--- config.mk ---
export PLATFORM = sky130hd
export DESIGN_NAME = risc_alu
export DESIGN_NICKNAME = d
export VERILOG_FILES = /design/src/rtl/alu_pkg.sv /design/src/rtl/alu_opnd_sel.sv /design/src/rtl/alu_addsub.sv /design/src/rtl/alu_shift.sv /design/src/rtl/risc_alu.sv
export SDC_FILE = /design/constraint.sdc
export NUM_CORES = 1
export LEC_CHECK = 0
export BUFFER_PORTS_ARGS = -buffer_cell sky130_fd_sc_hd__buf_2
export CAP_MARGIN = 25
export CORE_AREA = 2 2 129 162
export DETAILED_ROUTE_END_ITERATION = 10
export DIE_AREA = 0 0 131 164
export PLACE_DENSITY = 0.61
export SLEW_MARGIN = 15
export SYNTH_ARGS = -nofsm -noshare
export SYNTH_HDL_FRONTEND = slang
export SYNTH_SLANG_ARGS = --single-unit
--- constraint.sdc ---
create_clock -name vclk -period 20.6
set_input_delay 5.15 -clock vclk [all_inputs]
set_output_delay 5.15 -clock vclk [all_outputs]
set_load 0.01 [all_outputs]
--- src/rtl/alu_pkg.sv ---
package alu_pkg;
    typedef enum logic [4:0] {
        OP_ADD  = 5'd0,
        OP_ADDU = 5'd1,
        OP_SUB  = 5'd2,
        OP_SUBU = 5'd3,
        OP_AND  = 5'd4,
        OP_OR   = 5'd5,
        OP_XOR  = 5'd6,
        OP_NOR  = 5'd7,
        OP_SLT  = 5'd8,
        OP_SLTU = 5'd9,
        OP_SLL  = 5'd10,
        OP_SRL  = 5'd11,
        OP_SRA  = 5'd12,
        OP_SLLV = 5'd13,
        OP_SRLV = 5'd14,
        OP_SRAV = 5'd15,
        OP_LUI  = 5'd16
    } alu_op_e;

    function automatic logic op_traps(input logic [4:0] op);
        return (op == OP_ADD) || (op == OP_SUB);
    endfunction
endpackage

--- src/rtl/alu_opnd_sel.sv ---
module alu_opnd_sel #(
    parameter int XLEN  = 32,
    parameter int IMM_W = 16
) (
    input  logic [XLEN-1:0]  reg_b_i,
    input  logic [IMM_W-1:0] imm_i,
    input  logic             use_imm_i,
    input  logic             sext_i,
    output logic [XLEN-1:0]  opnd_o
);
    localparam int EXT_W = XLEN - IMM_W;

    logic [EXT_W-1:0] fill;
    logic [XLEN-1:0]  imm_ext;

    always_comb begin
        fill    = sext_i ? {EXT_W{imm_i[IMM_W-1]}} : {EXT_W{1'b0}};
        imm_ext = {fill, imm_i};
        opnd_o  = use_imm_i ? imm_ext : reg_b_i;
    end
endmodule

--- src/rtl/alu_addsub.sv ---
module alu_addsub #(
    parameter int XLEN = 32
) (
    input  logic [XLEN-1:0] a_i,
    input  logic [XLEN-1:0] b_i,
    input  logic            sub_i,
    output logic [XLEN-1:0] sum_o,
    output logic            ovf_o,
    output logic            lt_s_o,
    output logic            lt_u_o
);
    localparam int MSB = XLEN - 1;

    logic [XLEN-1:0] b_x;
    logic [XLEN:0]   wide;

    always_comb begin
        b_x   = sub_i ? ~b_i : b_i;
        wide  = {1'b0, a_i} + {1'b0, b_x} + {{XLEN{1'b0}}, sub_i};
        sum_o = wide[MSB:0];
        // operands of equal sign producing a result of the other sign
        ovf_o = (a_i[MSB] == b_x[MSB]) && (wide[MSB] != a_i[MSB]);
        // valid when sub_i is set
        lt_s_o = wide[MSB] ^ ovf_o;
        lt_u_o = ~wide[XLEN];
    end
endmodule

--- src/rtl/alu_shift.sv ---
module alu_shift #(
    parameter int XLEN = 32
) (
    input  logic [XLEN-1:0]         data_i,
    input  logic [$clog2(XLEN)-1:0] amt_i,
    input  logic                    left_i,
    input  logic                    arith_i,
    output logic [XLEN-1:0]         data_o
);
    localparam int SHW = $clog2(XLEN);

    logic [XLEN-1:0] stage [SHW+1];
    logic            fill;

    assign fill     = arith_i & data_i[XLEN-1];
    assign stage[0] = data_i;

    for (genvar s = 0; s < SHW; s++) begin : g_stage
        localparam int K = 1 << s;
        logic [XLEN-1:0] moved;
        always_comb begin
            if (left_i) begin
                moved = {stage[s][XLEN-1-K:0], {K{1'b0}}};
            end else begin
                moved = {{K{fill}}, stage[s][XLEN-1:K]};
            end
        end
        assign stage[s+1] = amt_i[s] ? moved : stage[s];
    end

    assign data_o = stage[SHW];
endmodule

--- src/rtl/risc_alu.sv ---
module risc_alu #(
    parameter int XLEN  = 32,
    parameter int IMM_W = 16
) (
    input  logic [4:0]              op_i,
    input  logic [XLEN-1:0]         opa_i,
    input  logic [XLEN-1:0]         opb_i,
    input  logic [IMM_W-1:0]        imm_i,
    input  logic                    src_imm_i,
    input  logic                    imm_sext_i,
    input  logic [$clog2(XLEN)-1:0] shamt_i,
    output logic [XLEN-1:0]         result_o,
    output logic                    ovf_o,
    output logic                    wb_en_o
);
    import alu_pkg::*;

    localparam int SHW = $clog2(XLEN);
    localparam int LOW = XLEN - IMM_W;

    logic [XLEN-1:0] opnd_b;
    logic [XLEN-1:0] sum;
    logic            add_ovf;
    logic            lt_s;
    logic            lt_u;
    logic            do_sub;
    logic [SHW-1:0]  sh_amt;
    logic            sh_left;
    logic            sh_arith;
    logic [XLEN-1:0] sh_out;
    logic [XLEN-1:0] res_d;
    logic            ovf_d;

    alu_opnd_sel #(.XLEN(XLEN), .IMM_W(IMM_W)) u_opnd (
        .reg_b_i   (opb_i),
        .imm_i     (imm_i),
        .use_imm_i (src_imm_i),
        .sext_i    (imm_sext_i),
        .opnd_o    (opnd_b)
    );

    always_comb begin
        do_sub = (op_i == OP_SUB) || (op_i == OP_SUBU) ||
                 (op_i == OP_SLT) || (op_i == OP_SLTU);
        sh_amt = ((op_i == OP_SLLV) || (op_i == OP_SRLV) || (op_i == OP_SRAV))
                 ? opa_i[SHW-1:0] : shamt_i;
        sh_left  = (op_i == OP_SLL) || (op_i == OP_SLLV);
        sh_arith = (op_i == OP_SRA) || (op_i == OP_SRAV);
    end

    alu_addsub #(.XLEN(XLEN)) u_addsub (
        .a_i    (opa_i),
        .b_i    (opnd_b),
        .sub_i  (do_sub),
        .sum_o  (sum),
        .ovf_o  (add_ovf),
        .lt_s_o (lt_s),
        .lt_u_o (lt_u)
    );

    alu_shift #(.XLEN(XLEN)) u_shift (
        .data_i  (opb_i),
        .amt_i   (sh_amt),
        .left_i  (sh_left),
        .arith_i (sh_arith),
        .data_o  (sh_out)
    );

    always_comb begin
        res_d = '0;
        ovf_d = 1'b0;
        case (op_i)
            OP_ADD, OP_SUB: begin
                res_d = sum;
                ovf_d = add_ovf;
            end
            OP_ADDU, OP_SUBU: res_d = sum;
            OP_AND:  res_d = opa_i & opnd_b;
            OP_OR:   res_d = opa_i | opnd_b;
            OP_XOR:  res_d = opa_i ^ opnd_b;
            OP_NOR:  res_d = ~(opa_i | opnd_b);
            OP_SLT:  res_d = {{(XLEN-1){1'b0}}, lt_s};
            OP_SLTU: res_d = {{(XLEN-1){1'b0}}, lt_u};
            OP_SLL, OP_SRL, OP_SRA,
            OP_SLLV, OP_SRLV, OP_SRAV: res_d = sh_out;
            OP_LUI:  res_d = {imm_i, {LOW{1'b0}}};
            default: begin
                res_d = '0;
                ovf_d = 1'b0;
            end
        endcase
    end

    assign result_o = res_d;
    assign ovf_o    = ovf_d;
    assign wb_en_o  = ~ovf_d;
endmodule

Word level (Yosys, flattened, before mapping) --
Index checks and enable logic that the tools add are counted.
Operators by class: $add $sub $neg 2, eq/ne operators 18, reduce and logical (&&, ||, !) cells 12, bitwise logic cells 9, mux-type cells 16
Operator list (count):
- two-way mux 32 bit | 12
- one-hot mux 32 bit (9 select lines) | 1
- inverter 32 bit | 2
- == test 5 x 4 -> 1 bit, second input constant | 8
- adder 32 x 32 -> 33 bit | 1
- adder 33 x 1 -> 33 bit | 1
- bitwise AND 32 bit | 1
- bitwise OR 32 bit | 1
- XOR 32 bit | 1
- == test 5 x 3 -> 1 bit, second input constant | 4
- two-way mux 16 bit | 1
- == test 5 x 2 -> 1 bit, second input constant | 2
- logical OR 1 bit | 7
- OR reduction 6 bit | 1
- == test 5 x 1 -> 1 bit, second input constant | 1
- == test 5 bit, second input constant | 1
- zero test 5 bit | 1
- two-way mux 5 bit | 1
- OR reduction 4 bit | 1
- inverter 1 bit | 2
- OR reduction 2 bit | 1
- bitwise AND 1 bit | 1
- == test 1 bit | 1
- logical AND 1 bit | 1
- other kinds (3) | 3
Word-level totals: bits of input ports 92, logic and storage cells 57, bits in registers 0, output and inout bits 34

Logic depth before layout (Yosys ltp) --
Gate-level depths: netlist (run 1).
depth in word-level cells 14, gate-level depth with buffers 17, depth with buffers taken out 14

Hierarchy --
Synthesis (run 1) repeated with hierarchy kept, for this count alone.
Second synthesis, totals: cell total of the unflattened synthesis 1291, area, all modules 9422.8 um^2
Modules (own cells, without submodules):
- alu_shift | seq. area each 0.0 um^2, instances 1, cells each 588, area an instance 3991.3 um^2
- risc_alu | seq. area each 0.0 um^2, instances 1, cells each 371, area an instance 2917.8 um^2
- alu_addsub | seq. area each 0.0 um^2, instances 1, cells each 278, area an instance 2084.5 um^2
- alu_opnd_sel | seq. area each 0.0 um^2, instances 1, cells each 54, area an instance 429.2 um^2

Least setup slack after synthesis (run 1) --
Ideal clock, no wire load.
path kind in2out, start input port src_imm_i, end output port result_o[29], stages on the path 16, path buffers 3, setup slack 6.794 ns, data required time 15.450 ns, data arrival time 8.656 ns, cells stage by stage clkbuf_1 buf_1 mux2i_1 inv_1 xnor2_1 ha_1 clkbuf_1 a21o_1 a21o_1 o21ai_0 o2111ai_1 and3b_1 a211oi_2 nor3_1 mux2_2 or4_1
On the way: word-level cells in the longest chain between the ends 6, elaborated cells on any way between the ends 10, classes of those cells 2 x add/sub; 3 x mux; 5 x bitwise
RTL lines:
- from (decl) | line risc_alu.sv:9 | input logic src_imm_i,
- two-way mux 32 bit * | line alu_opnd_sel.sv:19 | opnd_o = use_imm_i ? imm_ext : reg_b_i;
- inverter 32 bit | line alu_addsub.sv:18 | b_x = sub_i ? ~b_i : b_i;
- two-way mux 32 bit | line alu_addsub.sv:18
- adder 32 x 32 -> 33 bit | line alu_addsub.sv:19 | wide = {1'b0, a_i} + {1'b0, b_x} + {{XLEN{1'b0}}, sub_i};
- adder 33 x 1 -> 33 bit | line alu_addsub.sv:19
- one-hot mux 32 bit (9 select lines) * | line risc_alu.sv:72 | case (op_i)
- to (decl) | line risc_alu.sv:12 | output logic [XLEN-1:0] result_o,
Mark *: on every way between the ends. The rest lies on a longest branch, timed or not.

Worst setup path after layout (run 1) --
start input port op_i[1], end output port result_o[26]
On the way: word-level cells in the longest chain between the ends 14, elaborated cells on any way between the ends 42, classes of those cells 2 x add/sub; 16 x eq/ne; 13 x mux; 1 x bitwise; 10 x reduce/logical
RTL lines:
- from (decl) | line risc_alu.sv:5 | input logic [4:0] op_i,
- parallel branches: the longest is 13 deep, another holds adder 32 x 32 -> 33 bit
- one-hot mux 32 bit (9 select lines) * | line risc_alu.sv:72
Mark *: on every way between the ends.

==> results by group, run 1 <==
Global route
  • Initial antenna violation count: 0
  • Number of global-route vias before repair: roughly 11000
  • Global-route wire length before repair: approximately 66 mm
  • Largest net degree at the start of global routing: 74
  • GR Overflow Total: 0
  • GRT Total Usage: 0.399

Synthesis
  • Post-synth top area share: 0.137
  • Dominant cells by area after synthesis: ha_1, a21oi_1, nand2_1, o21ai_0, xnor2_1
  • Most frequent cells after synthesis: nand2_1, a21oi_1, o21ai_0, ha_1, nor2_1
  • Net Count, Synth: ~1500
  • Area leader, netlist: ha_1
  • Mapped cell area: roughly 8900 sq um
  • Synthesized netlist cell count: 1356
  • Synth cell types: 89
  • Sequential share of the synthesized area: 0
  • Avg Cell Area, Syn: roughly 6.5 sq um
  • YS warnings: 0
  • Most frequent cell after synthesis: nand2_1

STA
  • Min Tclk post-route: 15.45 ns
  • Count of pins over their slew limit: 0
  • Hold Fails Final Rpt: 0
  • RSZ-0062 raised after global routing: false
  • Fmax: 64.7 MHz
  • Worst-Margin Slew: between 0.9 and 1 ns
  • # setup viols final: 0
  • Tcrit/Tclk final: 0.750
  • Final worst slack: 5.15 ns
  • Setup TNS: 0 ns
  • Max-slew headroom: 0.346

Power
  • Clk pwr share: 0
  • Combinational Power Share: 1.000
  • Sequential power share: 0
  • Switching share of power: 0.648
  • Switching Power: roughly 230 uW
  • PwrDens: 36.5 nW/um^2
  • Internal Pwr Total: 124 uW
  • VDD IR max: roughly 0.016 mV
  • Lkg Pwr: around 4.3 nW

Floorplan
  • Die height: between 150 and 200 microns
  • I/O pin count: ~130
  • Initial Utilization: 0.444
  • Die width: roughly 130 microns
  • Core ar.: 20000 sq um
  • DIE AREA: about 21000 sq um
  • Cell Rows: between 50 and 60

Final layout
  • N_diodes: 0
  • Share of cells above drive strength 1: 0.144
  • Clock buf count: 0
  • Nets: ~1600
  • Design Area, Final: between 9000 and 10000 sq um
  • Register Area: 0 sq um
  • Area Growth Syn to Fin: 8.69%
  • Fillers: between 2000 and 2500
  • Core Util, Final: 0.482
  • Number of flip-flops and latches: 0
  • Multi-input logic area: 8170 sq um

Place
  • RD Place Congestion: between 1 and 1.5
  • Post-Place Cell Area: ~9600 sq um
  • DP HPWL: 33.9 mm
  • PortBufs: roughly 130
  • Dpl ws: 5.26 ns

Worst setup path
  • CP Max Fanout: 54
  • Worst setup EP type: output pin
  • Worst Setup Start Kind: input port
  • Setup CP Type: input port to output pin
  • Worst Path Required: between 15 and 20 ns
  • Worst endpoint data arrival time: slightly above 10 ns

Routing
  • Routed Antenna Nets: 0
  • Routed WL per cell: around 26 microns
  • Vias: 11600
  • Iteration-0 DRC Markers: around 1500
  • First drt pass iteration count: 9
  • Final WL: about 44 mm
  • # DRC: 0
  • Number of vias per cell: around 7

Clocking
  • Resized cells post-CTS: 0
  • Hold_buf cts: 0
  • Post CTS Setup Buffer Count: 0

Min path
  • HP Class: input port to output pin

Status
  • Status: completed

Job
  • Max-cap viol count: 0
-- routing by layer --
metal / global-route usage / vias to the layer above / part of all wire
li1: - / 5229 / -
met1: 0.497 / 5429 / 0.38
met2: 0.637 / 794 / 0.44
met3: 0.0612 / 195 / 0.10
met4: 0.251 / 0 / 0.081
met5: 0 / - / 0
-- per-stage QoR --
step / hold slack [ns] / instances / power, mW
final: 10.71 / 1672 / 0.351
after global routing: 10.73 / 1672 / 0.374
after CTS: 10.71 / 1670 / 0.339
after detailed placement: 10.71 / 1670 / 0.338
after global placement: 10.72 / 1670 / 0.337
after floorplan: 10.45 / 1356 / 0.227
-- worst paths after layout --
kind	from	to	slack, ns	cells past startpoint
min	imm_i[11]	result_o[27]	10.71	4
max	op_i[1]	result_o[26]	5.15	17
-- power by group through the flow --
stage / sequential [mW] / combinational (mW) / clock [mW]
2_1_floorplan: 0 / 0.227 / 0
3_3_place_gp: 0 / 0.337 / 0
3_5_place_dp: 0 / 0.338 / 0
4_1_cts: 0 / 0.339 / 0
5_1_grt: 0 / 0.374 / 0
6_report: 0 / 0.351 / 0
-- worst max-delay path, stage by stage --
cell      delay, ns
buf_2          0.07
buf_4          0.61
xnor2_1        0.13
or3_2          0.43
buf_4          0.31
xnor2_1        0.22
ha_1           0.37
nor2b_1        0.16
o21a_1         0.19
a31oi_1        0.43
o21a_1         0.27
o211ai_1       0.20
o21ai_0        0.39
mux2_2         0.37
o21ai_0        0.63
a211o_1        0.18
buf_2          0.13
-- cells in the final DEF (no fill, tap or decap), types with 7 or more instances in the layout --
| cell type | instances |
|---|---|
| a211oi_1 | 23 |
| a311oi_1 | 13 |
| or3_1 | 10 |
| a211o_1 | 18 |
| and3_1 | 31 |
| nor2b_1 | 7 |
| ha_1 | 97 |
| nand4_1 | 10 |
| nand2_1 | 142 |
| nor2_1 | 91 |
| mux2_2 | 10 |
| xnor2_1 | 53 |
| o22ai_1 | 23 |
| buf_4 | 24 |
| nor3_1 | 43 |
| buf_2 | 128 |
| o21ai_0 | 100 |
| nand2b_1 | 7 |
| nand3_1 | 26 |
| a221oi_1 | 15 |
| inv_1 | 80 |
| mux2i_1 | 37 |
| a222oi_1 | 9 |
| a21o_1 | 21 |
| o221ai_1 | 16 |
| o31ai_1 | 9 |
| a31oi_1 | 18 |
| a21oi_1 | 113 |
| xor2_1 | 25 |
| o2111ai_1 | 10 |
| a22oi_1 | 18 |
| o21a_1 | 9 |
| o211ai_1 | 29 |
-- final cells by class --
class	count	area share
multi-input combinational	1170	0.848
tap	270	0.0351
inverter	80	0.0312
timing repair buffer	152	0.0853
-- logic make-up (layout without fill, tap and decap cells) --
family,Yosys count,after routing,share of synthesized area
xor+xnor,78,78,0.0772
mux,50,50,0.0609
fa+ha+maj,98,98,0.139
compound gates,535,535,0.422
simple gates,409,409,0.217
buf+inv,186,232,0.0838
No activity file was read; power rests on OpenSTA's default activity.
==> inputs of run 2 (changes only) <==
--- a/config.mk
+++ b/config.mk
@@ -10,7 +10,7 @@
 export CORE_AREA = 2 2 129 162
 export DETAILED_ROUTE_END_ITERATION = 10
 export DIE_AREA = 0 0 131 164
-export PLACE_DENSITY = 0.61
+export PLACE_DENSITY = 0.64
 export SLEW_MARGIN = 15
 export SYNTH_ARGS = -nofsm -noshare
 export SYNTH_HDL_FRONTEND = slang
==> constraint.sdc (replaced) <==
create_clock -name vclk -period 13
set_input_delay 3.25 -clock vclk [all_inputs]
set_output_delay 3.25 -clock vclk [all_outputs]
set_load 0.01 [all_outputs]
==> run 2 against run 1 <==
  * Sequential cell count unchanged
  * Cell count grew 0.36%
  * Hold slack lost 3.8 ns
  * Setup slack lost 3.4 ns
  * Non-clock buffer count rose by 5
  * First-iteration DRC count grew 1.8%
  * Critical path type unchanged
  * Clock-buffer cell count did not move
  * Die area unchanged
==> results by group, run 2 (synthesis results as in run 1) <==
Final layout
  • Commonest non-fill, non-tap cell in the layout: nand2_1
  • Area Growth Syn to Fin: 9.20%
  • Nets: approximately 1600
  • Commonest non-fill, non-tap cells in the layout: nand2_1, buf_2, a21oi_1, o21ai_0, ha_1
  • Share of cells above drive strength 1: 0.147
  • Number of flip-flops and latches: 0
  • Register Area: 0 sq um
  • Fillers: 2197
  • Clock buf count: 0
  • Core Util, Final: 0.485
  • Multi-input logic area: 8170 sq um

Global route
  • Number of global-route vias before repair: about 11000
  • Largest net degree at the start of global routing: 60
  • Global-route wire length before repair: 66.0 mm
  • GRT Total Usage: 0.402
  • Initial antenna violation count: 2
  • GR Overflow Total: 0

Clocking
  • Resized cells post-CTS: 0
  • Hold_buf cts: 0
  • Post CTS Setup Buffer Count: 0

STA
  • Min Tclk post-route: 11.23 ns
  • Setup TNS: 0 ns
  • # setup viols final: 0
  • Max-slew headroom: 0.319
  • Hold Fails Final Rpt: 0
  • Fmax: 89.1 MHz
  • Worst-Margin Slew: 1.02 ns
  • RSZ-0062 raised after global routing: false
  • Worst hold slack: a little under 7 ns
  • Count of pins over their slew limit: 0
  • Tcrit/Tclk final: 0.863

Status
  • Status: completed

Floorplan
  • DIE AREA: 21500 sq um
  • Core ar.: roughly 20000 sq um
  • Initial Utilization: 0.444
  • I/O pin count: about 130
  • Die width: 131 microns
  • Cell Rows: 58
  • Die height: between 150 and 200 microns

Min path
  • HP Class: input port to output pin

Routing
  • Iteration-0 DRC Markers: 1568
  • Vias: 11700
  • First drt pass iteration count: 7
  • Routed WL per cell: 26.5 microns
  • # DRC: 0
  • Routed Antenna Nets: 0
  • Final WL: roughly 44 mm
  • Number of vias per cell: between 6 and 7

Place
  • RD Place Congestion: between 1 and 1.5
  • DP HPWL: ~35 mm
  • PortBufs: around 130

Worst setup path
  • Worst setup EP type: output pin
  • CP Max Fanout: 21
  • Worst endpoint data arrival time: around 8.0 ns
  • Setup CP Type: input port to output pin
  • Worst Path Required: between 9 and 10 ns
  • Worst Setup Start Kind: input port

Job
  • Max-cap viol count: 0
[run 2: changes by cell type in the layout (fill, tap and decap cells not counted), sizes merged]
cell | previous run | this run
diode | 0 | 1
buf | 152 | 157
[run 2: final timing paths]
path | cells past startpoint | from | to
hold / removal | 4 | imm_i[11] | result_o[27]
setup / recovery | 15 | op_i[2] | result_o[26]
[run 2: worst max-delay path: stages]
cell and delay (ns):
buf_2 0.19, or3_2 0.72, buf_4 0.35, xnor2_1 0.18
ha_1 0.36, nor2b_1 0.16, o21a_1 0.22, a31oi_1 0.42
o21a_1 0.27, o211ai_1 0.18, o21ai_0 0.43, mux2_2 0.38
o21ai_0 0.55, a211o_1 0.17, buf_2 0.12
[run 2: per-stage QoR]
step / setup WS, ns / instance area [sq um] / std cells
final: 1.77 / 9670 / 1678
after global routing: 1.63 / 9670 / 1678
after CTS: 1.80 / 9670 / 1677
after detailed placement: 1.81 / 9670 / 1677
after global placement: 1.90 / 9670 / 1677
after floorplan: 2.99 / 8850 / 1356
[run 2: final cells by class]
type	count	area share
inverter	80	0.0311
multi-input combinational	1170	0.844
tap	270	0.0349
timing repair buffer	157	0.0893
antenna	1	0.000259
[run 2: per-layer routing]
layer | track usage | share of wire | vias to the layer above | wire length (microns)
li1 | - | - | 5240 | -
met1 | 0.501 | 0.38 | 5535 | 16800
met4 | 0.246 | 0.075 | 0 | 3330
met5 | 0 | 0 | - | 0
met3 | 0.0482 | 0.097 | 167 | 4330
met2 | 0.653 | 0.45 | 777 | 20100
==> inputs of run 3 (changes only) <==
--- a/config.mk
+++ b/config.mk
@@ -10,7 +10,7 @@
 export CORE_AREA = 2 2 129 162
 export DETAILED_ROUTE_END_ITERATION = 10
 export DIE_AREA = 0 0 131 164
-export PLACE_DENSITY = 0.64
+export PLACE_DENSITY = 0.61
 export SLEW_MARGIN = 15
 export SYNTH_ARGS = -nofsm -noshare
 export SYNTH_HDL_FRONTEND = slang
==> constraint.sdc (replaced) <==
create_clock -name vclk -period 13.85
set_input_delay 3.4625 -clock vclk [all_inputs]
set_output_delay 3.4625 -clock vclk [all_outputs]
set_load 0.01 [all_outputs]
==> run 3 against run 2 <==
  * Die area unchanged
  * Sequential cell count stayed put
  * Wire length down 0.27%
  * Design area is 0.23% lower
==> results by group, run 3 (synthesis results as in run 1) <==
Status
  • Status: completed

Global route
  • Largest net degree at the start of global routing: 60
  • GR Overflow Total: 0
  • GRT Total Usage: 0.399
  • Initial antenna violation count: 1
  • Number of global-route vias before repair: roughly 11000
  • Global-route wire length before repair: 65.1 mm

Routing
  • # DRC: 0
  • Routed WL per cell: 26.5 microns
  • Number of vias per cell: roughly 7
  • Final WL: 44.3 mm
  • Vias: roughly 12000
  • Iteration-0 DRC Markers: approximately 1600
  • First drt pass iteration count: 8
  • Routed Antenna Nets: 0

Clocking
  • Resized cells post-CTS: 0
  • Hold_buf cts: 0
  • Post CTS Setup Buffer Count: 0

Floorplan
  • Cell Rows: 58
  • DIE AREA: between 20000 and 25000 sq um
  • Initial Utilization: 0.444
  • Die width: around 130 microns
  • I/O pin count: ~130
  • Die height: around 160 microns
  • Core ar.: roughly 20000 sq um

Final layout
  • Register Area: 0 sq um
  • Area Growth Syn to Fin: 8.94%
  • Fillers: roughly 2200
  • Clock buf count: 0
  • Nets: ~1600
  • Multi-input logic area: between 8000 and 9000 sq um
  • Number of flip-flops and latches: 0
  • Commonest non-fill, non-tap cells in the layout: nand2_1, buf_2, a21oi_1, o21ai_0, ha_1
  • Commonest non-fill, non-tap cell in the layout: nand2_1
  • Share of cells above drive strength 1: 0.145

STA
  • Hold Fails Final Rpt: 0
  • Tcrit/Tclk final: 0.836
  • Setup TNS: 0 ns
  • # setup viols final: 0
  • Fmax: between 80 and 90 MHz
  • Worst-Margin Slew: 1.10 ns
  • Max-slew headroom: 0.268
  • Count of pins over their slew limit: 0
  • RSZ-0062 raised after global routing: false
  • Min Tclk post-route: 11.58 ns

Worst setup path
  • CP Max Fanout: 34
  • Worst setup EP type: output pin
  • Worst Setup Start Kind: input port
  • Worst endpoint data arrival time: slightly above 8 ns
  • Worst Path Required: roughly 10 ns
  • Setup CP Type: input port to output pin

Job
  • Max-cap viol count: 0

Place
  • PortBufs: 126
  • RD Place Congestion: roughly 1.1
  • DP HPWL: roughly 34 mm

Min path
  • HP Class: input port to output pin
-- run 3: changes by cell type in the layout (fill, tap and decap cells not counted) --
| cell | before | now |
|---|---|---|
| clkbuf_4 | 0 | 1 |
| buf_4 | 31 | 27 |
-- run 3: layout make-up --
cell class / instances / area share
multi-input combinational: 1170 / 0.846
timing repair buffer: 154 / 0.0872
tap: 270 / 0.0350
inverter: 80 / 0.0311
antenna: 1 / 0.000259
-- run 3: through the flow --
step / instances / setup WS, ns / util / area [sq um] / hold slack, ns
after global routing: 1675 / 2.10 / 0.483 / 9650 / 7.39
after global placement: 1673 / 2.50 / 0.483 / 9640 / 7.34
after CTS: 1673 / 2.43 / 0.483 / 9640 / 7.35
after detailed placement: 1673 / 2.42 / 0.483 / 9640 / 7.35
final: 1675 / 2.27 / 0.483 / 9650 / 7.36
after floorplan: 1356 / 3.42 / - / 8850 / 7.07
-- run 3: worst paths after layout --
check,startpoint,to,cells past startpoint
hold / removal,imm_i[11],result_o[27],4
setup / recovery,src_imm_i,result_o[26],14
-- run 3: routing by layer --
layer | up-vias | GRT usage | wire length, microns
li1 | 5213 | - | -
met1 | 5394 | 0.517 | 16500
met2 | 819 | 0.640 | 19800
met3 | 173 | 0.0472 | 4830
met4 | 0 | 0.215 | 3120
met5 | - | 0 | 0
-- run 3: critical path: stages --
cell	delay, ns
buf_2	0.63
nand2_1	0.59
o21ai_0	0.38
xor2_1	0.25
ha_1	0.30
and3_1	0.20
and3_1	0.23
a32oi_1	0.18
o211ai_1	0.21
o21ai_0	0.42
mux2_2	0.38
o21ai_0	0.54
a211o_1	0.19
buf_2	0.13
